### config.mk
export PLATFORM = sky130hd
export DESIGN_NAME = xlat_cache
export DESIGN_NICKNAME = d
export VERILOG_FILES = /design/src/rtl/xlat_pkg.sv /design/src/rtl/xlat_match.sv /design/src/rtl/xlat_victim.sv /design/src/rtl/xlat_age.sv /design/src/rtl/xlat_cache.sv
export SDC_FILE = /design/constraint.sdc
export NUM_CORES = 1
export LEC_CHECK = 0
export ABC_AREA = 1
export BUFFER_PORTS_ARGS = -buffer_cell sky130_fd_sc_hd__buf_4
export CORE_UTILIZATION = 48
export DETAILED_ROUTE_END_ITERATION = 8
export GPL_TIMING_DRIVEN = 0
export PLACE_DENSITY = 0.68
export SYNTH_ARGS = -nofsm -noshare
export SYNTH_HDL_FRONTEND = slang
export SYNTH_SLANG_ARGS = --single-unit
### constraint.sdc
create_clock -name clk -period 11.9 [get_ports clk]
set_clock_uncertainty 0.2 [all_clocks]
set_input_delay 3.57 -clock clk [delete_from_list [all_inputs] [get_ports clk]]
set_output_delay 3.57 -clock clk [all_outputs]
set_load 0.01 [all_outputs]
### src/rtl/xlat_pkg.sv
package xlat_pkg;

  typedef enum logic [2:0] {
    XS_IDLE,
    XS_CMP,
    XS_WALK,
    XS_WAIT,
    XS_RESP
  } xlat_state_e;

  function automatic int idx_bits(input int n);
    return (n > 1) ? $clog2(n) : 1;
  endfunction

endpackage

### src/rtl/xlat_match.sv
module xlat_match #(
  parameter int ENTRIES = 8,
  parameter int VPN_W   = 20,
  parameter int ASID_W  = 8,
  parameter int PFN_W   = 16,
  parameter int IDX_W   = 3
) (
  input  logic [ENTRIES-1:0] valid_i,
  input  logic [VPN_W-1:0]   vpn_i  [ENTRIES],
  input  logic [ASID_W-1:0]  asid_i [ENTRIES],
  input  logic [PFN_W-1:0]   pfn_i  [ENTRIES],
  input  logic [VPN_W-1:0]   key_vpn_i,
  input  logic [ASID_W-1:0]  key_asid_i,
  output logic               hit_o,
  output logic [IDX_W-1:0]   hit_idx_o,
  output logic [PFN_W-1:0]   hit_pfn_o
);

  logic [ENTRIES-1:0] eq;

  // one comparator per slot, all evaluated in the same cycle
  generate
    for (genvar g = 0; g < ENTRIES; g++) begin : g_cmp
      assign eq[g] = valid_i[g] && (vpn_i[g] == key_vpn_i) && (asid_i[g] == key_asid_i);
    end
  endgenerate

  // lowest matching index wins should duplicates ever exist
  always_comb begin
    hit_idx_o = '0;
    for (int i = ENTRIES - 1; i >= 0; i--) begin
      if (eq[i]) hit_idx_o = IDX_W'(i);
    end
  end

  assign hit_o     = |eq;
  assign hit_pfn_o = pfn_i[hit_idx_o];

endmodule

### src/rtl/xlat_victim.sv
module xlat_victim #(
  parameter int ENTRIES = 8,
  parameter int IDX_W   = 3
) (
  input  logic [ENTRIES-1:0] valid_i,
  input  logic [ENTRIES-1:0] wired_i,
  input  logic [IDX_W-1:0]   age_i [ENTRIES],
  output logic [IDX_W-1:0]   slot_o,
  output logic               ok_o
);

  logic             free_found;
  logic [IDX_W-1:0] free_idx;
  logic             lru_found;
  logic [IDX_W-1:0] lru_idx;
  logic [IDX_W-1:0] lru_age;

  // lowest-index empty slot
  always_comb begin
    free_found = 1'b0;
    free_idx   = '0;
    for (int i = ENTRIES - 1; i >= 0; i--) begin
      if (!valid_i[i]) begin
        free_found = 1'b1;
        free_idx   = IDX_W'(i);
      end
    end
  end

  // oldest unlocked valid slot
  always_comb begin
    lru_found = 1'b0;
    lru_idx   = '0;
    lru_age   = '0;
    for (int i = 0; i < ENTRIES; i++) begin
      if (valid_i[i] && !wired_i[i] && (!lru_found || age_i[i] > lru_age)) begin
        lru_found = 1'b1;
        lru_idx   = IDX_W'(i);
        lru_age   = age_i[i];
      end
    end
  end

  assign ok_o   = free_found || lru_found;
  assign slot_o = free_found ? free_idx : lru_idx;

endmodule

### src/rtl/xlat_age.sv
module xlat_age #(
  parameter int ENTRIES = 8,
  parameter int IDX_W   = 3
) (
  input  logic             clk,
  input  logic             rst_n,
  input  logic             touch_i,
  input  logic [IDX_W-1:0] touch_idx_i,
  output logic [IDX_W-1:0] age_o [ENTRIES]
);

  // ages form a permutation of 0..ENTRIES-1; 0 is most recent
  logic [IDX_W-1:0] ref_age;
  assign ref_age = age_o[touch_idx_i];

  generate
    for (genvar g = 0; g < ENTRIES; g++) begin : g_age
      always_ff @(posedge clk or negedge rst_n) begin
        if (!rst_n) begin
          age_o[g] <= IDX_W'(g);
        end else if (touch_i) begin
          if (touch_idx_i == IDX_W'(g)) begin
            age_o[g] <= '0;
          end else if (age_o[g] < ref_age) begin
            age_o[g] <= age_o[g] + IDX_W'(1);
          end
        end
      end
    end
  endgenerate

endmodule

### src/rtl/xlat_cache.sv
module xlat_cache
  import xlat_pkg::*;
#(
  parameter int ENTRIES = 8,
  parameter int VPN_W   = 20,
  parameter int ASID_W  = 8,
  parameter int PFN_W   = 16,
  parameter int CNT_W   = 16,
  localparam int IDX_W  = idx_bits(ENTRIES)
) (
  input  logic              clk,
  input  logic              rst_n,
  input  logic [ASID_W-1:0] cur_asid,
  input  logic              flush_req,
  input  logic              pin_req,
  input  logic [IDX_W-1:0]  pin_idx,
  input  logic              pin_val,
  input  logic              req_valid,
  output logic              req_ready,
  input  logic [VPN_W-1:0]  req_vpn,
  output logic              rsp_valid,
  input  logic              rsp_ready,
  output logic [PFN_W-1:0]  rsp_pfn,
  output logic              rsp_hit,
  output logic              walk_valid,
  input  logic              walk_ready,
  output logic [VPN_W-1:0]  walk_vpn,
  output logic [ASID_W-1:0] walk_asid,
  input  logic              fill_valid,
  output logic              fill_ready,
  input  logic [PFN_W-1:0]  fill_pfn,
  output logic [CNT_W-1:0]  hit_count,
  output logic [CNT_W-1:0]  miss_count
);

  xlat_state_e       state_q;
  logic [VPN_W-1:0]  key_vpn_q;
  logic [ASID_W-1:0] key_asid_q;
  logic [PFN_W-1:0]  rsp_pfn_q;
  logic              rsp_hit_q;
  logic [CNT_W-1:0]  hit_cnt_q;
  logic [CNT_W-1:0]  miss_cnt_q;

  logic [ENTRIES-1:0] ent_valid;
  logic [ENTRIES-1:0] ent_wired;
  logic [ENTRIES-1:0] valid_nx;
  logic [ENTRIES-1:0] wired_nx;
  logic [VPN_W-1:0]   ent_vpn  [ENTRIES];
  logic [ASID_W-1:0]  ent_asid [ENTRIES];
  logic [PFN_W-1:0]   ent_pfn  [ENTRIES];

  logic             m_hit;
  logic [IDX_W-1:0] m_idx;
  logic [PFN_W-1:0] m_pfn;
  logic [IDX_W-1:0] v_slot;
  logic             v_ok;
  logic [IDX_W-1:0] ages [ENTRIES];

  logic             do_hit;
  logic             do_fill;
  logic             do_install;
  logic             touch;
  logic [IDX_W-1:0] touch_idx;

  xlat_match #(
    .ENTRIES(ENTRIES), .VPN_W(VPN_W), .ASID_W(ASID_W), .PFN_W(PFN_W), .IDX_W(IDX_W)
  ) u_match (
    .valid_i   (ent_valid),
    .vpn_i     (ent_vpn),
    .asid_i    (ent_asid),
    .pfn_i     (ent_pfn),
    .key_vpn_i (key_vpn_q),
    .key_asid_i(key_asid_q),
    .hit_o     (m_hit),
    .hit_idx_o (m_idx),
    .hit_pfn_o (m_pfn)
  );

  xlat_victim #(
    .ENTRIES(ENTRIES), .IDX_W(IDX_W)
  ) u_victim (
    .valid_i(ent_valid),
    .wired_i(ent_wired),
    .age_i  (ages),
    .slot_o (v_slot),
    .ok_o   (v_ok)
  );

  xlat_age #(
    .ENTRIES(ENTRIES), .IDX_W(IDX_W)
  ) u_age (
    .clk        (clk),
    .rst_n      (rst_n),
    .touch_i    (touch),
    .touch_idx_i(touch_idx),
    .age_o      (ages)
  );

  assign do_hit     = (state_q == XS_CMP) && m_hit;
  assign do_fill    = (state_q == XS_WAIT) && fill_valid;
  assign do_install = do_fill && v_ok;
  assign touch      = do_hit || do_install;
  assign touch_idx  = do_hit ? m_idx : v_slot;

  assign req_ready  = (state_q == XS_IDLE);
  assign rsp_valid  = (state_q == XS_RESP);
  assign walk_valid = (state_q == XS_WALK);
  assign fill_ready = (state_q == XS_WAIT);
  assign walk_vpn   = key_vpn_q;
  assign walk_asid  = key_asid_q;
  assign rsp_pfn    = rsp_pfn_q;
  assign rsp_hit    = rsp_hit_q;
  assign hit_count  = hit_cnt_q;
  assign miss_count = miss_cnt_q;

  // request sequencing
  always_ff @(posedge clk or negedge rst_n) begin
    if (!rst_n) begin
      state_q    <= XS_IDLE;
      key_vpn_q  <= '0;
      key_asid_q <= '0;
      rsp_pfn_q  <= '0;
      rsp_hit_q  <= 1'b0;
      hit_cnt_q  <= '0;
      miss_cnt_q <= '0;
    end else begin
      unique case (state_q)
        XS_IDLE: begin
          if (req_valid) begin
            key_vpn_q  <= req_vpn;
            key_asid_q <= cur_asid;
            state_q    <= XS_CMP;
          end
        end
        XS_CMP: begin
          if (m_hit) begin
            rsp_pfn_q <= m_pfn;
            rsp_hit_q <= 1'b1;
            hit_cnt_q <= hit_cnt_q + CNT_W'(1);
            state_q   <= XS_RESP;
          end else begin
            state_q <= XS_WALK;
          end
        end
        XS_WALK: begin
          if (walk_ready) state_q <= XS_WAIT;
        end
        XS_WAIT: begin
          if (fill_valid) begin
            rsp_pfn_q  <= fill_pfn;
            rsp_hit_q  <= 1'b0;
            miss_cnt_q <= miss_cnt_q + CNT_W'(1);
            state_q    <= XS_RESP;
          end
        end
        XS_RESP: begin
          if (rsp_ready) state_q <= XS_IDLE;
        end
        default: state_q <= XS_IDLE;
      endcase
    end
  end

  // slot flags: flush first, then the install, then a pin
  always_comb begin
    valid_nx = ent_valid;
    wired_nx = ent_wired;
    if (flush_req) valid_nx = ent_valid & ent_wired;
    if (do_install) begin
      valid_nx[v_slot] = 1'b1;
      wired_nx[v_slot] = 1'b0;
    end
    if (pin_req) wired_nx[pin_idx] = pin_val;
  end

  always_ff @(posedge clk or negedge rst_n) begin
    if (!rst_n) begin
      ent_valid <= '0;
      ent_wired <= '0;
    end else begin
      ent_valid <= valid_nx;
      ent_wired <= wired_nx;
    end
  end

  // slot payload
  always_ff @(posedge clk or negedge rst_n) begin
    if (!rst_n) begin
      for (int i = 0; i < ENTRIES; i++) begin
        ent_vpn[i]  <= '0;
        ent_asid[i] <= '0;
        ent_pfn[i]  <= '0;
      end
    end else begin
      for (int i = 0; i < ENTRIES; i++) begin
        if (do_install && (v_slot == IDX_W'(i))) begin
          ent_vpn[i]  <= key_vpn_q;
          ent_asid[i] <= key_asid_q;
          ent_pfn[i]  <= fill_pfn;
        end
      end
    end
  end

endmodule

==> results by group <==
Layout
  – Antenna Cells: 0
  – Non-filler cells, final: 4496
  – Final std cell area, no fill: 0.03013 sq mm
  – Fillers: 5268
  – Share of cells above drive strength 1: 9.711%
  – Area occupied by multi-input gates: 0.01203 sq mm
  – Post-layout util: 55.88%
  – Reg area: 0.01183 sq mm
  – Post-layout nets: 3857
  – Area Growth Syn to Fin: 14.98%

Global routing
  – First-pass GRT wire length: 150.2 mm
  – Total global-route track usage: 36.42%
  – Largest net degree at the start of global routing: 100
  – Remaining Overflow, GRT: 0
  – Grt peak-use layer: met2
  – M1 GR Usage: 49.27%
  – Vias in the first global route: 23720
  – Initial antenna violation count: 0
  – Met2 usage: 53.08%
  – M3 GR Usage: 9.193%

Critical path
  – Startpoint Class: flip-flop
  – Critical Path RT: 12200 ps
  – FF-to-FF setup slack: 1410 ps
  – CP Capture Type: flip-flop
  – Worst setup path start: ent_wired[0]$_DFF_PN0_
  – Cell family with most CP delay: compound AO/OA/AOI/OAI gates
  – Worst r2r src: ent_wired[0]$_DFF_PN0_
  – FF-to-FF End: u_age.age_o[19]$_DFFE_PN0P_
  – Worst Path Buf+Inv: 6
  – CP endpoint: u_age.age_o[19]$_DFFE_PN0P_
  – Worst-path maximum fanout: 9
  – Crit path arrival time: 10800 ps
  – Crit path depth: 73
  – CP max-delay cell: o32a_2
  – WS Path Type: reg -> reg
  – Cell repeated most along the worst path: nand2_1
  – Worst stage delay on the critical path: 480 ps
  – Depth of the worst register-to-register path: 73

Timing
  – Count of final hold-check violations: 0
  – Final Critical Period: 10490 ps
  – Final hold slack: 267.9 ps
  – PnR worst setup slack: 1408 ps
  – Worst Tran Pin Value: 1151 ps
  – Final setup fails: 0
  – Final cycle utilization of the critical path: 88.16%
  – Setup TNS: 0 ps
  – Final Max Slew Viols: 0
  – Slew HR: 22.73%
  – RSZ-0062 raised after global routing: no
  – Maximum clock frequency: 95.31 MHz

Power and ir drop
  – Leakage: 14.79 nW
  – Maximum vdd drop: 0.1913 mV
  – PD cells: 223.4 mW/mm^2
  – Total chip power: 6.733 mW

Drt
  – Initial drt markers: 2799
  – Routed wire length: 101.1 mm
  – DRC: 0
  – 1st-pass router iterations: 6
  – Per-cell routed wire length: 22.49 um
  – Post-DR vias/cell: 5.643
  – Detail Route Antenna Nets: 0
  – Vias post-DR: 25370

CTS
  – Skew-Pair Late Insertion Delay: 620 ps
  – # clock sinks: 472
  – CTS tree: built
  – Clk buf depth: 3
  – Htree depth: 2
  – CTS Buf Count: 53
  – Clock root buffer: clkbuf_16
  – Clock transition at path regs: 60 ps

Synth
  – Synth top area share: 43.92%
  – Leading area contributor after synthesis: dfrtp_1
  – Async SR Flop Fraction: 100.0%
  – Synth Cell Area: 0.02621 sq mm
  – Mapped Cells: 3564
  – Sequential area share after synthesis: 45.13%
  – Yosys warns: 0
  – Largest cells by area after synthesis: dfrtp_1 (44%), nand2_1 (17%), o21ai_0 (8.2%), inv_1 (5.5%), nor2_1 (3.3%)
  – EDFF count, synth: 0
  – Dominant synthesized flop cell: dfrtp_1
  – Syn Nets: 3659
  – Avg Synthesized Cell Area: 7.353 sq um
  – Post-synth top cells: nand2_1 (1193), dfrtp_1 (460), o21ai_0 (431)
  – Yosys reg bits: 472
  – Top-count cell post-synth: nand2_1
  – Post-synthesis cell type count: 58

Floorplanning
  – Core footprint: 0.05392 sq mm
  – # rows: 85
  – Die area: 0.05554 sq mm
  – Die W: 235.7 um
  – Die height: 235.7 um
  – Initial Util: 48.60%
  – Num ports: 137

Placed design
  – Setup WS pre-CTS: 996.0 ps
  – Buffers on Ports: 136
  – GP Congestion: 1.160
  – Placed inst area: 0.02824 sq mm
  – Post-Place Cells: 4401
  – DP HPWL: 75.34 mm

Run status
  – Status: completed

Flow run
  – Max-Cap Viols: 0

Worst hold path
  – Hold crit path type: reg -> reg
metal layers:
| metal | up-vias | share of wire (%) |
|---|---|---|
| li1 | 11810 | - |
| met1 | 12030 | 41 |
| met2 | 1260 | 42 |
| met3 | 274 | 11 |
| met4 | 0 | 6.1 |
| met5 | - | 0 |
what timing repair did:
action | 4_1_cts | 5_1_grt
resized for setup | 0 | 6
hold buffers | 0 | 0
buffers inserted | 0 | 2
setup endpoints to repair | 0 | 24
layout make-up:
type                            instances  share of cell area (%)
Multi-Input combinational cell       2515                   39.92
Sequential cell                       472                   39.25
Inverter                              414                   5.182
Clock buffer                           77                   5.136
Timing Repair Buffer                  143                   3.920
Tap cell                              696                   2.890
Buffer                                163                   2.662
Clock inverter                         16                   1.042
state kept, by name, indices dropped and copies added (netlist names):
| register | count |
|---|---|
| ent_valid | 8 |
| hit_count | 16 |
| ent_vpn | 160 |
| state_q | 3 |
| miss_count | 16 |
| rsp_pfn | 16 |
| u_age.age_o | 24 |
| ent_pfn | 128 |
| rsp_hit | 1 |
| ent_wired | 8 |
| walk_vpn | 20 |
| walk_asid | 8 |
| ent_asid | 64 |
worst min path at each step:
stage	startpoint	end	slack (ps)	cells past startpoint
final	miss_count[15]$_DFFE_PN0P_	miss_count[15]$_DFFE_PN0P_	270	1
after global routing	miss_count[15]$_DFFE_PN0P_	miss_count[15]$_DFFE_PN0P_	290	1
after floorplan	ent_pfn[105]$_DFFE_PN0P_	ent_pfn[105]$_DFFE_PN0P_	240	2
after CTS	miss_count[15]$_DFFE_PN0P_	miss_count[15]$_DFFE_PN0P_	270	1
after global placement	ent_pfn[70]$_DFFE_PN0P_	ent_pfn[70]$_DFFE_PN0P_	260	2
after detailed placement	ent_pfn[79]$_DFFE_PN0P_	ent_pfn[79]$_DFFE_PN0P_	270	2
where the power goes:
group / switching (mW) / internal (mW) / total, mW
logic: 1.94 / 0.867 / 2.81
clock network: 0.694 / 1.07 / 1.77
registers: 0.266 / 1.89 / 2.16
total: 2.90 / 3.83 / 6.73
cells in the final DEF, fill, tap and decap left out, drive strengths merged:
cell type  instances
or2                8
or3                3
nor4b              2
bufinv             8
buf              195
o22ai              2
nand3b            24
inv              413
nand2           1224
a21oi             85
o211ai            55
nand3            148
a31oi              1
nor3              21
nand4             98
xor2              36
ha                39
nor4              22
and3               2
nand2b             1
nor2             238
o32a               1
xnor2             48
clkbuf           188
nor3b              2
a2111oi            1
clkinvlp           3
o2111ai            3
and2               1
and3b              1
or4                1
o21bai             3
clkinv             6
a21boi             1
dfstp             12
dfrtp            460
o21ai            443
a221oi             1
kinds of logic (layout without fill, tap and decap cells):
| kind of cell | Yosys count | count (layout) | synth area share [%] |
|---|---|---|---|
| simple gates | 1796 | 1796 | 29.04 |
| compound gates | 596 | 596 | 12.15 |
| fa+ha+maj | 39 | 39 | 1.862 |
| xor+xnor | 84 | 84 | 2.807 |
| buf+inv | 577 | 813 | 9.018 |
| flops | 472 | 472 | 45.13 |
Power figures use the tool's default switching activity.
